[src/rtl/gpio_chg_pkg.sv]
package gpio_chg_pkg;
  typedef enum logic [1:0] {
    SEL_PINS  = 2'd0,
    SEL_LATCH = 2'd1,
    SEL_DIR   = 2'd2,
    SEL_CTRL  = 2'd3
  } gpio_sel_e;

  localparam int CTRL_PU_N_BIT = 7;
  localparam int CTRL_FLAG_BIT = 0;
endpackage

[src/rtl/gpio_rst_sync.sv]
module gpio_rst_sync (
  input  logic clk,
  input  logic rst_n,
  output logic rst_q_n
);
  logic stage_q;

  always_ff @(posedge clk or negedge rst_n) begin
    if (!rst_n) begin
      stage_q <= 1'b0;
      rst_q_n <= 1'b0;
    end else begin
      stage_q <= 1'b1;
      rst_q_n <= stage_q;
    end
  end
endmodule

[src/rtl/gpio_sync.sv]
module gpio_sync #(
  parameter int W = 8
) (
  input  logic         clk,
  input  logic         rst_n,
  input  logic [W-1:0] d,
  output logic [W-1:0] q
);
  logic [W-1:0] meta_q;

  always_ff @(posedge clk or negedge rst_n) begin
    if (!rst_n) begin
      meta_q <= '0;
      q      <= '0;
    end else begin
      meta_q <= d;
      q      <= meta_q;
    end
  end
endmodule

[src/rtl/gpio_pad_ctrl.sv]
module gpio_pad_ctrl #(
  parameter int W      = 8,
  parameter int SEG_LO = 1,
  parameter int SEG_W  = 4
) (
  input  logic [W-1:0]     dir,
  input  logic [W-1:0]     lat,
  input  logic             pu_n,
  input  logic [SEG_W-1:0] seg_en,
  input  logic [SEG_W-1:0] seg_drv,
  output logic [W-1:0]     seg_own,
  output logic [W-1:0]     pad_oe,
  output logic [W-1:0]     pad_out,
  output logic [W-1:0]     pad_pu
);
  for (genvar i = 0; i < W; i++) begin : g_pin
    if (i >= SEG_LO && i < SEG_LO + SEG_W) begin : g_shared
      assign seg_own[i] = seg_en[i-SEG_LO];
      assign pad_oe[i]  = seg_en[i-SEG_LO] | ~dir[i];
      assign pad_out[i] = seg_en[i-SEG_LO] ? seg_drv[i-SEG_LO] : lat[i];
      assign pad_pu[i]  = ~seg_en[i-SEG_LO] & dir[i] & ~pu_n;
    end else begin : g_plain
      assign seg_own[i] = 1'b0;
      assign pad_oe[i]  = ~dir[i];
      assign pad_out[i] = lat[i];
      assign pad_pu[i]  = dir[i] & ~pu_n;
    end
  end
endmodule

[src/rtl/gpio_chg_detect.sv]
module gpio_chg_detect #(
  parameter int W      = 8,
  parameter int CHG_LO = 4
) (
  input  logic         clk,
  input  logic         rst_n,
  input  logic         snap_load,
  input  logic [W-1:0] pins,
  input  logic [W-1:0] dir,
  input  logic [W-1:0] seg_own,
  output logic         mismatch
);
  localparam int CW = W - CHG_LO;

  logic [CW-1:0] snap_q, snap_d;
  logic [CW-1:0] eligible;

  always_comb begin
    snap_d = snap_q;
    if (snap_load) snap_d = pins[W-1:CHG_LO];
  end

  always_ff @(posedge clk or negedge rst_n) begin
    if (!rst_n) snap_q <= '0;
    else        snap_q <= snap_d;
  end

  assign eligible = dir[W-1:CHG_LO] & ~seg_own[W-1:CHG_LO];
  assign mismatch = |((pins[W-1:CHG_LO] ^ snap_q) & eligible);
endmodule

[src/rtl/gpio_chg_port.sv]
module gpio_chg_port #(
  parameter int W      = 8,
  parameter int CHG_LO = 4,
  parameter int SEG_LO = 1,
  parameter int SEG_W  = 4
) (
  input  logic             clk,
  input  logic             rst_n,
  input  logic [1:0]       addr,
  input  logic             wr_en,
  input  logic             rd_en,
  input  logic [W-1:0]     wdata,
  output logic [W-1:0]     rdata,
  input  logic [W-1:0]     pad_in,
  output logic [W-1:0]     pad_oe,
  output logic [W-1:0]     pad_out,
  output logic [W-1:0]     pad_pu,
  input  logic [SEG_W-1:0] seg_en,
  input  logic [SEG_W-1:0] seg_drv,
  output logic             chg_irq
);
  import gpio_chg_pkg::*;

  gpio_sel_e    sel;
  logic         rst_q_n;
  logic [W-1:0] pins_s;
  logic [W-1:0] seg_own;
  logic [W-1:0] lat_q, lat_d;
  logic [W-1:0] dir_q, dir_d;
  logic         pu_n_q, pu_n_d;
  logic         flag_q, flag_d;
  logic         lat_en, dir_en, ctrl_en, snap_load, mismatch;

  assign sel = gpio_sel_e'(addr);

  gpio_rst_sync u_rst (.clk(clk), .rst_n(rst_n), .rst_q_n(rst_q_n));

  gpio_sync #(.W(W)) u_sync (
    .clk(clk), .rst_n(rst_q_n), .d(pad_in), .q(pins_s)
  );

  gpio_pad_ctrl #(.W(W), .SEG_LO(SEG_LO), .SEG_W(SEG_W)) u_pad (
    .dir(dir_q), .lat(lat_q), .pu_n(pu_n_q), .seg_en(seg_en),
    .seg_drv(seg_drv), .seg_own(seg_own), .pad_oe(pad_oe),
    .pad_out(pad_out), .pad_pu(pad_pu)
  );

  gpio_chg_detect #(.W(W), .CHG_LO(CHG_LO)) u_chg (
    .clk(clk), .rst_n(rst_q_n), .snap_load(snap_load), .pins(pins_s),
    .dir(dir_q), .seg_own(seg_own), .mismatch(mismatch)
  );

  // decode
  assign lat_en    = wr_en && (sel == SEL_PINS || sel == SEL_LATCH);
  assign dir_en    = wr_en && (sel == SEL_DIR);
  assign ctrl_en   = wr_en && (sel == SEL_CTRL);
  assign snap_load = (wr_en || rd_en) && (sel == SEL_PINS);

  always_comb begin
    lat_d  = lat_q;
    dir_d  = dir_q;
    pu_n_d = pu_n_q;
    flag_d = flag_q;
    if (lat_en) lat_d = wdata;
    if (dir_en) dir_d = wdata;
    if (ctrl_en) begin
      pu_n_d = wdata[CTRL_PU_N_BIT];
      if (!wdata[CTRL_FLAG_BIT]) flag_d = 1'b0;
    end
    if (mismatch) flag_d = 1'b1;
  end

  always_ff @(posedge clk or negedge rst_q_n) begin
    if (!rst_q_n) begin
      lat_q  <= '0;
      dir_q  <= '1;
      pu_n_q <= 1'b1;
      flag_q <= 1'b0;
    end else begin
      lat_q  <= lat_d;
      dir_q  <= dir_d;
      pu_n_q <= pu_n_d;
      flag_q <= flag_d;
    end
  end

  always_comb begin
    rdata = '0;
    unique case (sel)
      SEL_PINS:  rdata = pins_s & ~seg_own;
      SEL_LATCH: rdata = lat_q;
      SEL_DIR:   rdata = dir_q;
      SEL_CTRL: begin
        rdata[CTRL_PU_N_BIT] = pu_n_q;
        rdata[CTRL_FLAG_BIT] = flag_q;
      end
    endcase
  end

  assign chg_irq = flag_q;
endmodule

[config.mk]
export PLATFORM = sky130hd
export DESIGN_NAME = gpio_chg_port
export DESIGN_NICKNAME = d
export VERILOG_FILES = /design/src/rtl/gpio_chg_pkg.sv /design/src/rtl/gpio_rst_sync.sv /design/src/rtl/gpio_sync.sv /design/src/rtl/gpio_pad_ctrl.sv /design/src/rtl/gpio_chg_detect.sv /design/src/rtl/gpio_chg_port.sv
export SDC_FILE = /design/constraint.sdc
export NUM_CORES = 1
export LEC_CHECK = 0
export ABC_CLOCK_PERIOD_IN_PS = 1100
export BUFFER_PORTS_ARGS = -buffer_cell sky130_fd_sc_hd__buf_2
export CAP_MARGIN = 20
export CORE_ASPECT_RATIO = 0.5
export CORE_UTILIZATION = 40
export CTS_CLUSTER_SIZE = 10
export DETAILED_ROUTE_END_ITERATION = 12
export PLACE_DENSITY = 0.73
export SYNTH_ARGS = -nofsm -noshare
export SYNTH_HDL_FRONTEND = slang
export SYNTH_SLANG_ARGS = --single-unit
[constraint.sdc]
create_clock -name clk -period 1.1 [get_ports clk]
set_input_delay 0.055 -clock clk [delete_from_list [all_inputs] [get_ports clk]]
set_output_delay 0.055 -clock clk [all_outputs]
set_load 0.01 [all_outputs]
==> out/metrics.cfg, run 1 <==
[outcome]
outcome=finished with violations
violations=setup timing

[pwr]
p_per_area_nw_per_um2=1660
p_leak_nw=1.18
ir_drop_mv=0.790

[routing]
dr.first_iter.drc_count=61
num_vias=1310
routed_wl_microns=4110
drc=0
viasPerCell=4.89
dr.pass1.iters=4
wl_per_cell_microns=15.3
ant_nets=0

[global_route]
grt_pass1_wl_microns=5710
grt_max_degree=39
grt_pass1_vias=1227
grtUsageTotal_pct=17.7
antenna_found_initial=0
grt.overflow.total=0

[final_layout]
mostFrequentLayoutCell=buf_2
stdcell_count=268
design_area_sq_um=2490
drive_gt1_share_pct=64.0
nets=243
seq_area_sq_um=1010
area_growth_pct=45.3
mostFrequentLayoutCells=52 x buf_2, 30 x dfrtp_1, 23 x mux2_2
antenna_cells=0
multi_input_area_sq_um=667
fill_cells=308
postLayoutCoreUtil_pct=62.2

[min_path]
min_delay_path_depth=2
worstHoldEndpoint=lat_q[6]$_DFFE_PN0P_
hold_start=wdata[6]
hold_path_class=primary input to flop

[clocking]
root_buffer=clkbuf_8
clock_latency_ps=290
cts_tree=yes
clk_pin_slew_ps=70
h-tree-depth=2
cts_max_path_buffers=2
cts_num_sinks=40
cts_buffers=5

[setup_path]
path_cells=mux4_2 > buf_6
critPathTopFamily=multiplexers
r2r-start=u_sync.q[7]$_DFF_PN0_
r2r-end=chg_irq$_DFFE_PN0P_
ff2ff_setup_slack_ps=10
worstSetupPathType=flop to output port
cp_slowest_stage_delay_ps=490
critPathCaptureType=output port
slowest_stage=mux4_2
worst_ep_arrival_time_ps=1320
start_kind=flop
crit_required_ps=1040
path_buf_inv=1
crit_start=lat_q[7]$_DFFE_PN0P_
r2r_cells=4
cp_max_fo=3

[timing]
rsz0062_at_grt=yes
fmax_mhz=729
setup_ws_ps=-272
hold_viol=0
fin_crit_sh_pct=125
period_minus_slack_ps=1370
final-setup-viol-count=21
worst_hold_slack_ps=9.52
clock_skew_ps=6.35
drv_slew=0

[place]
place_ws_ps=35.9
portBuffers=62
routabilityCongestion=0.775
place_inst=245
hpwl_microns=2600
place_area_sq_um=2110

[logic_synthesis]
yosysSeqAreaShare_pct=59.1
ys_async_sr_fraction_pct=100
syn_area_per_cell_sq_um=13.3
ys_warn_count=0
synthDistinctLibCells=25
synthFlopType=dfrtp_1
syn_nets=159
synth_area_sq_um=1710
synth_cells=129
ys_ff_latch=40
synth_edf_count=0

[floorplan]
rows=16
dieArea_sq_um=4560
die_w_microns=94.5
design.core.area_sq_um=4000
io_pins=63
start_util_pct=42.8
die_y_microns=48.3

[flow_run]
max-cap-violations=0

-- registers in the layout, indices dropped and copies added (netlist names) --
signal,flops
pu_n_q,1
dir_q,8
u_sync.q,8
u_rst.rst_q_n,1
u_sync.meta_q,8
lat_q,8
u_rst.stage_q,1
chg_irq,1
u_chg.snap_q,4
-- Yosys cell counts, types with 2 or more instances --
library cell	instances	area, sq um
dfstp_2	9	236
mux2_2	25	282
nor2_1	13	48.8
buf_4	6	45.0
xnor2_1	2	17.5
nand2_1	6	22.5
nand2b_1	4	25.0
a22oi_1	5	37.5
dfrtp_1	31	776
o21ai_0	7	35.0
mux2i_1	2	20.0
mux4_2	2	45.0
inv_1	4	15.0
xor2_1	2	17.5
-- where the power goes --
part,internal (mW),leakage [nW],switching [mW]
combinational,0.557,0.665,0.448
clock,0.800,0.0645,0.491
sequential,1.69,0.453,0.141
-- area by class of cell --
| type | count | area share (%) |
|---|---|---|
| inverters | 4 | 0.603 |
| well taps | 54 | 2.71 |
| flip-flops and latches | 40 | 40.7 |
| multi-input cells | 76 | 26.8 |
| clock buffers | 7 | 3.87 |
| repair buffers | 86 | 24.1 |
| clock inverters | 1 | 1.21 |
-- routing by layer --
| metal | vias up | global-route usage (%) | share of wire (%) |
|---|---|---|---|
| met4 | 0 | 4.85 | 1.8 |
| met3 | 8 | 5.76 | 4.6 |
| met2 | 37 | 32.0 | 51 |
| li1 | 604 | - | - |
| met1 | 661 | 21.3 | 42 |
| met5 | - | 0 | 0 |
-- what timing repair did --
action / in CTS / in global routing
gates cloned: 1 / 0
pin swaps: 5 / 5
endpoints found under the setup margin: 23 / 29
gates resized for setup: 16 / 18
buffers inserted: 4 / 1
hold endpoints to repair: 10 / 0
hold buffers: 9 / 0
-- per-stage QoR --
stage               power [mW]  setup TNS [ps]
floorplan                 2.30               0
CTS                       4.02           -1930
finish                    4.13           -2180
global route              4.32           -3280
global placement          2.59               0
detailed placement        2.62               0
-- worst register-to-register path, stage by stage, from the launching register on --
cell and delay (ps):
dfrtp_1 400, buf_4 150, xor2_1 160, a22oi_1 170, nand3b_1 100
-- kinds of logic after synthesis --
logic type,after synthesis,share of synthesized area [%]
xor+xnor,4,2.05
mux,29,20.2
other cells,1,0.219
buf+inv,13,4.67
flops,40,59.1
simple gates,28,8.62
compound gates,14,5.11
-- worst max-delay path by stage --
stage / to / slack [ps] / cells past startpoint
after global placement: rdata[7] / 80 / 2
after detailed placement: rdata[7] / 40 / 2
after global routing: rdata[7] / -290 / 2
after CTS: rdata[7] / -270 / 2
final: rdata[7] / -270 / 2
after floorplan: rdata[7] / 50 / 2
No activity file was read; power rests on OpenSTA's default activity.
==> run 2, diff against run 1 <==
ABC_CLOCK_PERIOD_IN_PS = 1500   (was 1100)
PLACE_DENSITY = 0.71   (was 0.73)
clock period = 1.5 ns   (was 1.1 ns; I/O delays follow)
==> run 2 against run 1 <==
Against the previous run:
- the run now ends clean
- core utilization is 5.6 points lower
- worst hold slack gained 28 ps
- first-iteration DRC count grew 1.6%
- combinational power is 46% lower
- critical path type unchanged
- highest routed layer unchanged
==> out/metrics.cfg, run 2 (synthesis gave the netlist of run 1 again) <==
[final_layout]
antenna_cells=0
mostFrequentLayoutCells=62 x buf_2, 31 x dfrtp_1, 25 x mux2_2
nets=231
drive_gt1_share_pct=55.4
area_growth_pct=32.2
mostFrequentLayoutCell=buf_2
fill_cells=348

[routing]
dr.pass1.iters=4
ant_nets=0
viasPerCell=4.60
wl_per_cell_microns=12.9
routed_wl_microns=3290
dr.first_iter.drc_count=62
num_vias=1178
drc=0

[place]
portBuffers=62
routabilityCongestion=0.788
hpwl_microns=2480

[floorplan]
dieArea_sq_um=4560
die_w_microns=94.5
rows=16
start_util_pct=42.8
io_pins=63
die_y_microns=48.3
design.core.area_sq_um=4000

[clocking]
h-tree-depth=2
clock_latency_ps=280
cts_num_sinks=40
cts_tree=yes
cts_max_path_buffers=2
root_buffer=clkbuf_8
clk_pin_slew_ps=70
post_cts_buffers=0
cts-resized-gates=0
cts_buffers=5
cts_hold_buffers=9

[min_path]
hold_path_class=primary input to flop

[setup_path]
path_cells=mux4_2 > buf_2
start_kind=flop
slowest_stage=mux4_2
cp_slowest_stage_delay_ps=490
critPathCaptureType=output port
path_buf_inv=1
worst_ep_arrival_time_ps=1370
crit_required_ps=1420
cp_max_fo=10
critPathTopFamily=multiplexers
worstSetupPathType=flop to output port

[flow_run]
max-cap-violations=0

[timing]
worst_hold_slack_ps=37.5
hold_viol=0
finalSetupTns_ps=0
drv_slew=0
fin_crit_sh_pct=96.1
fmax_mhz=694
final-setup-viol-count=0
rsz0062_at_grt=no
clock_skew_ps=1.15
period_minus_slack_ps=1440

[pwr]
ir_drop_mv=0.562
p_per_area_nw_per_um2=1240
p_leak_nw=1.08

[global_route]
grt_pass1_vias=1067
grt_pass1_wl_microns=5040
antenna_found_initial=0
grt_max_degree=39
grt.overflow.total=0
grtUsageTotal_pct=15.7

[outcome]
outcome=complete, no violations

[run 2: metal layers]
metal  part of all wire, %  up-vias  wire length, microns  GRT usage [%]
met5                     0        -                     0              0
met3                   5.1        2                   167           4.67
met2                    50       26                  1630           27.8
met1                    45      575                  1470           19.2
li1                      -      575                     -              -
met4                  0.64        0                    21           5.45
[run 2: layout make-up]
type	instances	area (sq um)	area share (%)
flip-flops and latches	40	1010	44.7
multi-input cells	76	621	27.4
repair buffers	74	423	18.7
clock buffers	7	96.3	4.25
well taps	54	67.6	2.98
clock inverters	1	30.0	1.33
inverters	4	15.0	0.663
[run 2: where the power goes]
group	total, mW	switching [mW]	internal, mW	leakage (nW)
combinational	0.550	0.258	0.292	0.558
sequential	1.34	0.0997	1.24	0.454
clock	0.923	0.336	0.586	0.0645
[run 2: stage by stage]
| step | instance area, sq um | power [mW] | util, % | setup slack [ps] | std cells |
|---|---|---|---|---|---|
| after floorplan | 1710 | 1.68 | - | 320 | 129 |
| after global placement | 2050 | 1.88 | 51.2 | 344 | 239 |
| after detailed placement | 2050 | 1.90 | 51.2 | 309 | 239 |
| after CTS | 2260 | 2.85 | 56.6 | 50.6 | 256 |
| after global routing | 2260 | 2.97 | 56.6 | 15.3 | 256 |
| final | 2260 | 2.81 | 56.6 | 58.8 | 256 |
[run 2: path summary, 6_finish.rpt]
check                                        start  cells after the start                      end  slack, ps
max reg2reg                  u_sync.q[6]$_DFF_PN0_                      3      chg_irq$_DFFE_PN0P_        470
max                             pu_n_q$_DFFE_PN1P_                      2                 rdata[7]         60
max in group asynchronous  u_rst.rst_q_n$_DFF_PN0_                      1     dir_q[0]$_DFFE_PN1P_        870
min                                       wdata[1]                      2     dir_q[1]$_DFFE_PN1P_         40
min reg2reg                u_rst.rst_q_n$_DFF_PN0_                      1     lat_q[5]$_DFFE_PN0P_        280
min in group asynchronous                    rst_n                      2  u_rst.stage_q$_DFF_PN0_        100
==> run 3, diff against run 2 <==
--- a/config.mk
+++ b/config.mk
@@ -7,5 +7,4 @@
 export LEC_CHECK = 0
 export ABC_CLOCK_PERIOD_IN_PS = 1500
-export BUFFER_PORTS_ARGS = -buffer_cell sky130_fd_sc_hd__buf_2
 export CAP_MARGIN = 20
 export CORE_ASPECT_RATIO = 0.5
@@ -13,6 +12,8 @@
 export CTS_CLUSTER_SIZE = 10
 export DETAILED_ROUTE_END_ITERATION = 12
-export PLACE_DENSITY = 0.71
+export DONT_BUFFER_PORTS = 1
+export PLACE_DENSITY = 0.58
 export SYNTH_ARGS = -nofsm -noshare
 export SYNTH_HDL_FRONTEND = slang
+export SYNTH_HIERARCHICAL = 1
 export SYNTH_SLANG_ARGS = --single-unit
==> constraint.sdc (replaced) <==
create_clock -name clk -period 1.5 [get_ports clk]
set_input_delay 0.075 -clock clk [delete_from_list [all_inputs] [get_ports clk]]
set_output_delay 0.075 -clock clk [all_outputs]
set_load 0.1 [all_outputs]
==> run 3 against run 2 <==
Against the previous run:
- the flow now finishes with violations (setup timing)
- global-route usage rose by 1.2 points
- via count rose by 1.7%
- synthesized area rose by 14%
- worst hold slack got worse by 34 ps
- cell area rose by 17%
- first-iteration DRC count fell by 42%
- routed wire length rose by 19%
- clock-buffer cell count fell by 1
- sequential cell count did not move
- critical path depth rose by 1
==> out/metrics.cfg, run 3 <==
[outcome]
outcome=finished with violations
violations=setup timing

[timing]
clock_skew_ps=5.33
finalSetupTns_ps=-83.6
drv_slew=0
hold_viol=0
fmax_mhz=639
rsz0062_at_grt=yes
setup_ws_ps=-64.0
final-setup-viol-count=2
worst_hold_slack_ps=3.49
fin_crit_sh_pct=104
period_minus_slack_ps=1560

[setup_path]
start_kind=flop
crit_start=u_sync/q[7]$_DFF_PN0_
ff2ff_setup_slack_ps=110
worstSetupPathType=flop to output port
critPathCaptureType=output port
worst_ep_arrival_time_ps=1490
r2r_cells=6
cp_max_fo=2
critical_path.endpoint=rdata[7]
r2r-start=u_sync/q[7]$_DFF_PN0_
r2r-end=chg_irq$_DFFE_PN0P_
crit_required_ps=1420

[pwr]
p_switching_mw=1.68
p_per_area_nw_per_um2=1490
internal_power_mw=2.25
p_leak_nw=1.19
pwr-share-clk_pct=22.2
comb_power_share_pct=43.8
power.switching_fraction_pct=42.7
power_frac_seq_pct=34.0
ir_drop_mv=0.733

[global_route]
grt_pass1_wl_microns=6350
grt_pass1_vias=1231
grt_max_degree=39
grtUsageTotal_pct=16.9
grt.overflow.total=0
antenna_found_initial=0

[final_layout]
design_area_sq_um=2640
mostFrequentLayoutCell=dfrtp_1
antenna_cells=0
stdcell_count=253
mostFrequentLayoutCells=30 x dfrtp_1, 26 x buf_4, 19 x dlygate4sd3_1
nets=216
drive_gt1_share_pct=51.9
area_growth_pct=34.7
fill_cells=401

[flow_run]
max-cap-violations=0

[place]
hpwl_microns=2690
portBuffers=0
routabilityCongestion=0.707
place_inst=225
place_area_sq_um=2310

[clocking]
cts_num_sinks=40
root_buffer=clkbuf_8
h-tree-depth=2
cts_max_path_buffers=2
clock_latency_ps=300
cts_tree=yes
cts_buffers=5
clk_pin_slew_ps=70

[min_path]
hold_path_class=primary input to flop
min_delay_path_depth=2

[logic_synthesis]
synthFlopType=dfrtp_1
synth_fa_ha_area_share_pct=0
yosysTopAreaCellShare_pct=39.6
synthXorXnorAreaFrac_pct=1.79
ys_warn_count=6
netlist_top_cells_area=dfrtp_1 40%, dfstp_2 12%, mux2_2 9.2%
synth_compound_area_share_pct=3.13
yosysSeqAreaShare_pct=51.6
ys_ff_latch=40
post-synth-top-count-cell=dfrtp_1
synth_top_cell_by_area=dfrtp_1
synth_commonest_cells=31 x dfrtp_1, 16 x mux2_2, 12 x buf_4
syn_area_per_cell_sq_um=14.1
synth_top_family_by_area=multiplexers
synthMuxAreaShare_pct=18.0
synth_area_sq_um=1960
synth_cells=139
synth-simple-area-share_pct=16.2
ys_async_sr_fraction_pct=100
synthDistinctLibCells=30
synth_edf_count=0

[routing]
ant_nets=0
num_vias=1198
viasPerCell=4.74
dr.pass1.iters=4
wl_per_cell_microns=15.4
dr.first_iter.drc_count=36
drc=0
routed_wl_microns=3900

[floorplan]
die_y_microns=51.5
dieArea_sq_um=5200
start_util_pct=43.1
io_pins=63
design.core.area_sq_um=4550
rows=17
die_w_microns=101

run 3: changes by cell type after synthesis, sizes merged, moves of 7 or more:
| cell | delta |
|---|---|
| nor2 | -12 |
| o21ai | -8 |
| buf | +9 |
| nor2b | +7 |
run 3: timing repair:
action,4_1_cts,5_1_grt
hold endpoints to repair,28,0
endpoints found under the setup margin,2,3
hold buffers,19,0
resized for setup,0,6
pin swaps,0,0
buffers inserted,1,0
run 3: layout make-up:
class,instances,area [sq um],share of cell area [%]
Inverter,4,15.0,0.568
Sequential cell,40,1010,38.4
Multi-Input combinational cell,81,857,32.4
Clock buffer,6,72.6,2.75
Clock inverter,2,35.0,1.33
Tap cell,66,82.6,3.13
Timing Repair Buffer,54,566,21.4
run 3: routing by layer:
metal | part of all wire (%) | GRT usage (%) | wire length (microns)
met1 | 46 | 22.8 | 1790
met2 | 49 | 26.4 | 1890
met3 | 4.5 | 4.57 | 174
met4 | 1.2 | 6.52 | 48
met5 | 0 | 0 | 0
run 3: worst min-delay path by stage:
stage,endpoint,from,slack [ps]
after floorplan,u_rst/rst_q_n$_DFF_PN0_,rst_n,-220
after global placement,u_rst/rst_q_n$_DFF_PN0_,rst_n,-220
after detailed placement,u_rst/stage_q$_DFF_PN0_,rst_n,-220
after CTS,chg_irq$_DFFE_PN0P_,wr_en,3
after global routing,chg_irq$_DFFE_PN0P_,wr_en,30
final,chg_irq$_DFFE_PN0P_,wr_en,3
run 3: worst max-delay path, stage by stage (launching register included):
cell	delay [ps]
dfrtp_1	400
nor2b_4	130
mux4_2	480
buf_12	190
run 3: through the flow:
stage               worst slack [ps]  util (%)  total power [mW]
finish                         -64.0      58.0              3.93
global route                    -105      58.0              4.06
global placement                 209      50.8              3.02
floorplan                       -315         -              2.72
detailed placement               181      50.8              3.03
CTS                            -73.3      57.5              3.96
run 3: power by group through the flow:
stage / Combinational (mW) / Clock (mW) / Sequential [mW]
CTS: 1.72 / 0.900 / 1.34
finish: 1.72 / 0.872 / 1.34
floorplan: 1.32 / 0 / 1.39
detailed placement: 1.68 / 0 / 1.36
global placement: 1.67 / 0 / 1.35
global route: 1.78 / 0.927 / 1.36
run 3: logic make-up after synthesis:
family | Yosys count
DFF | 40
and+or+nand+nor | 38
muxes | 27
buffers and inverters | 21
AOI/OAI and AO/OA | 7
xor gates and xnor gates | 4
other | 2
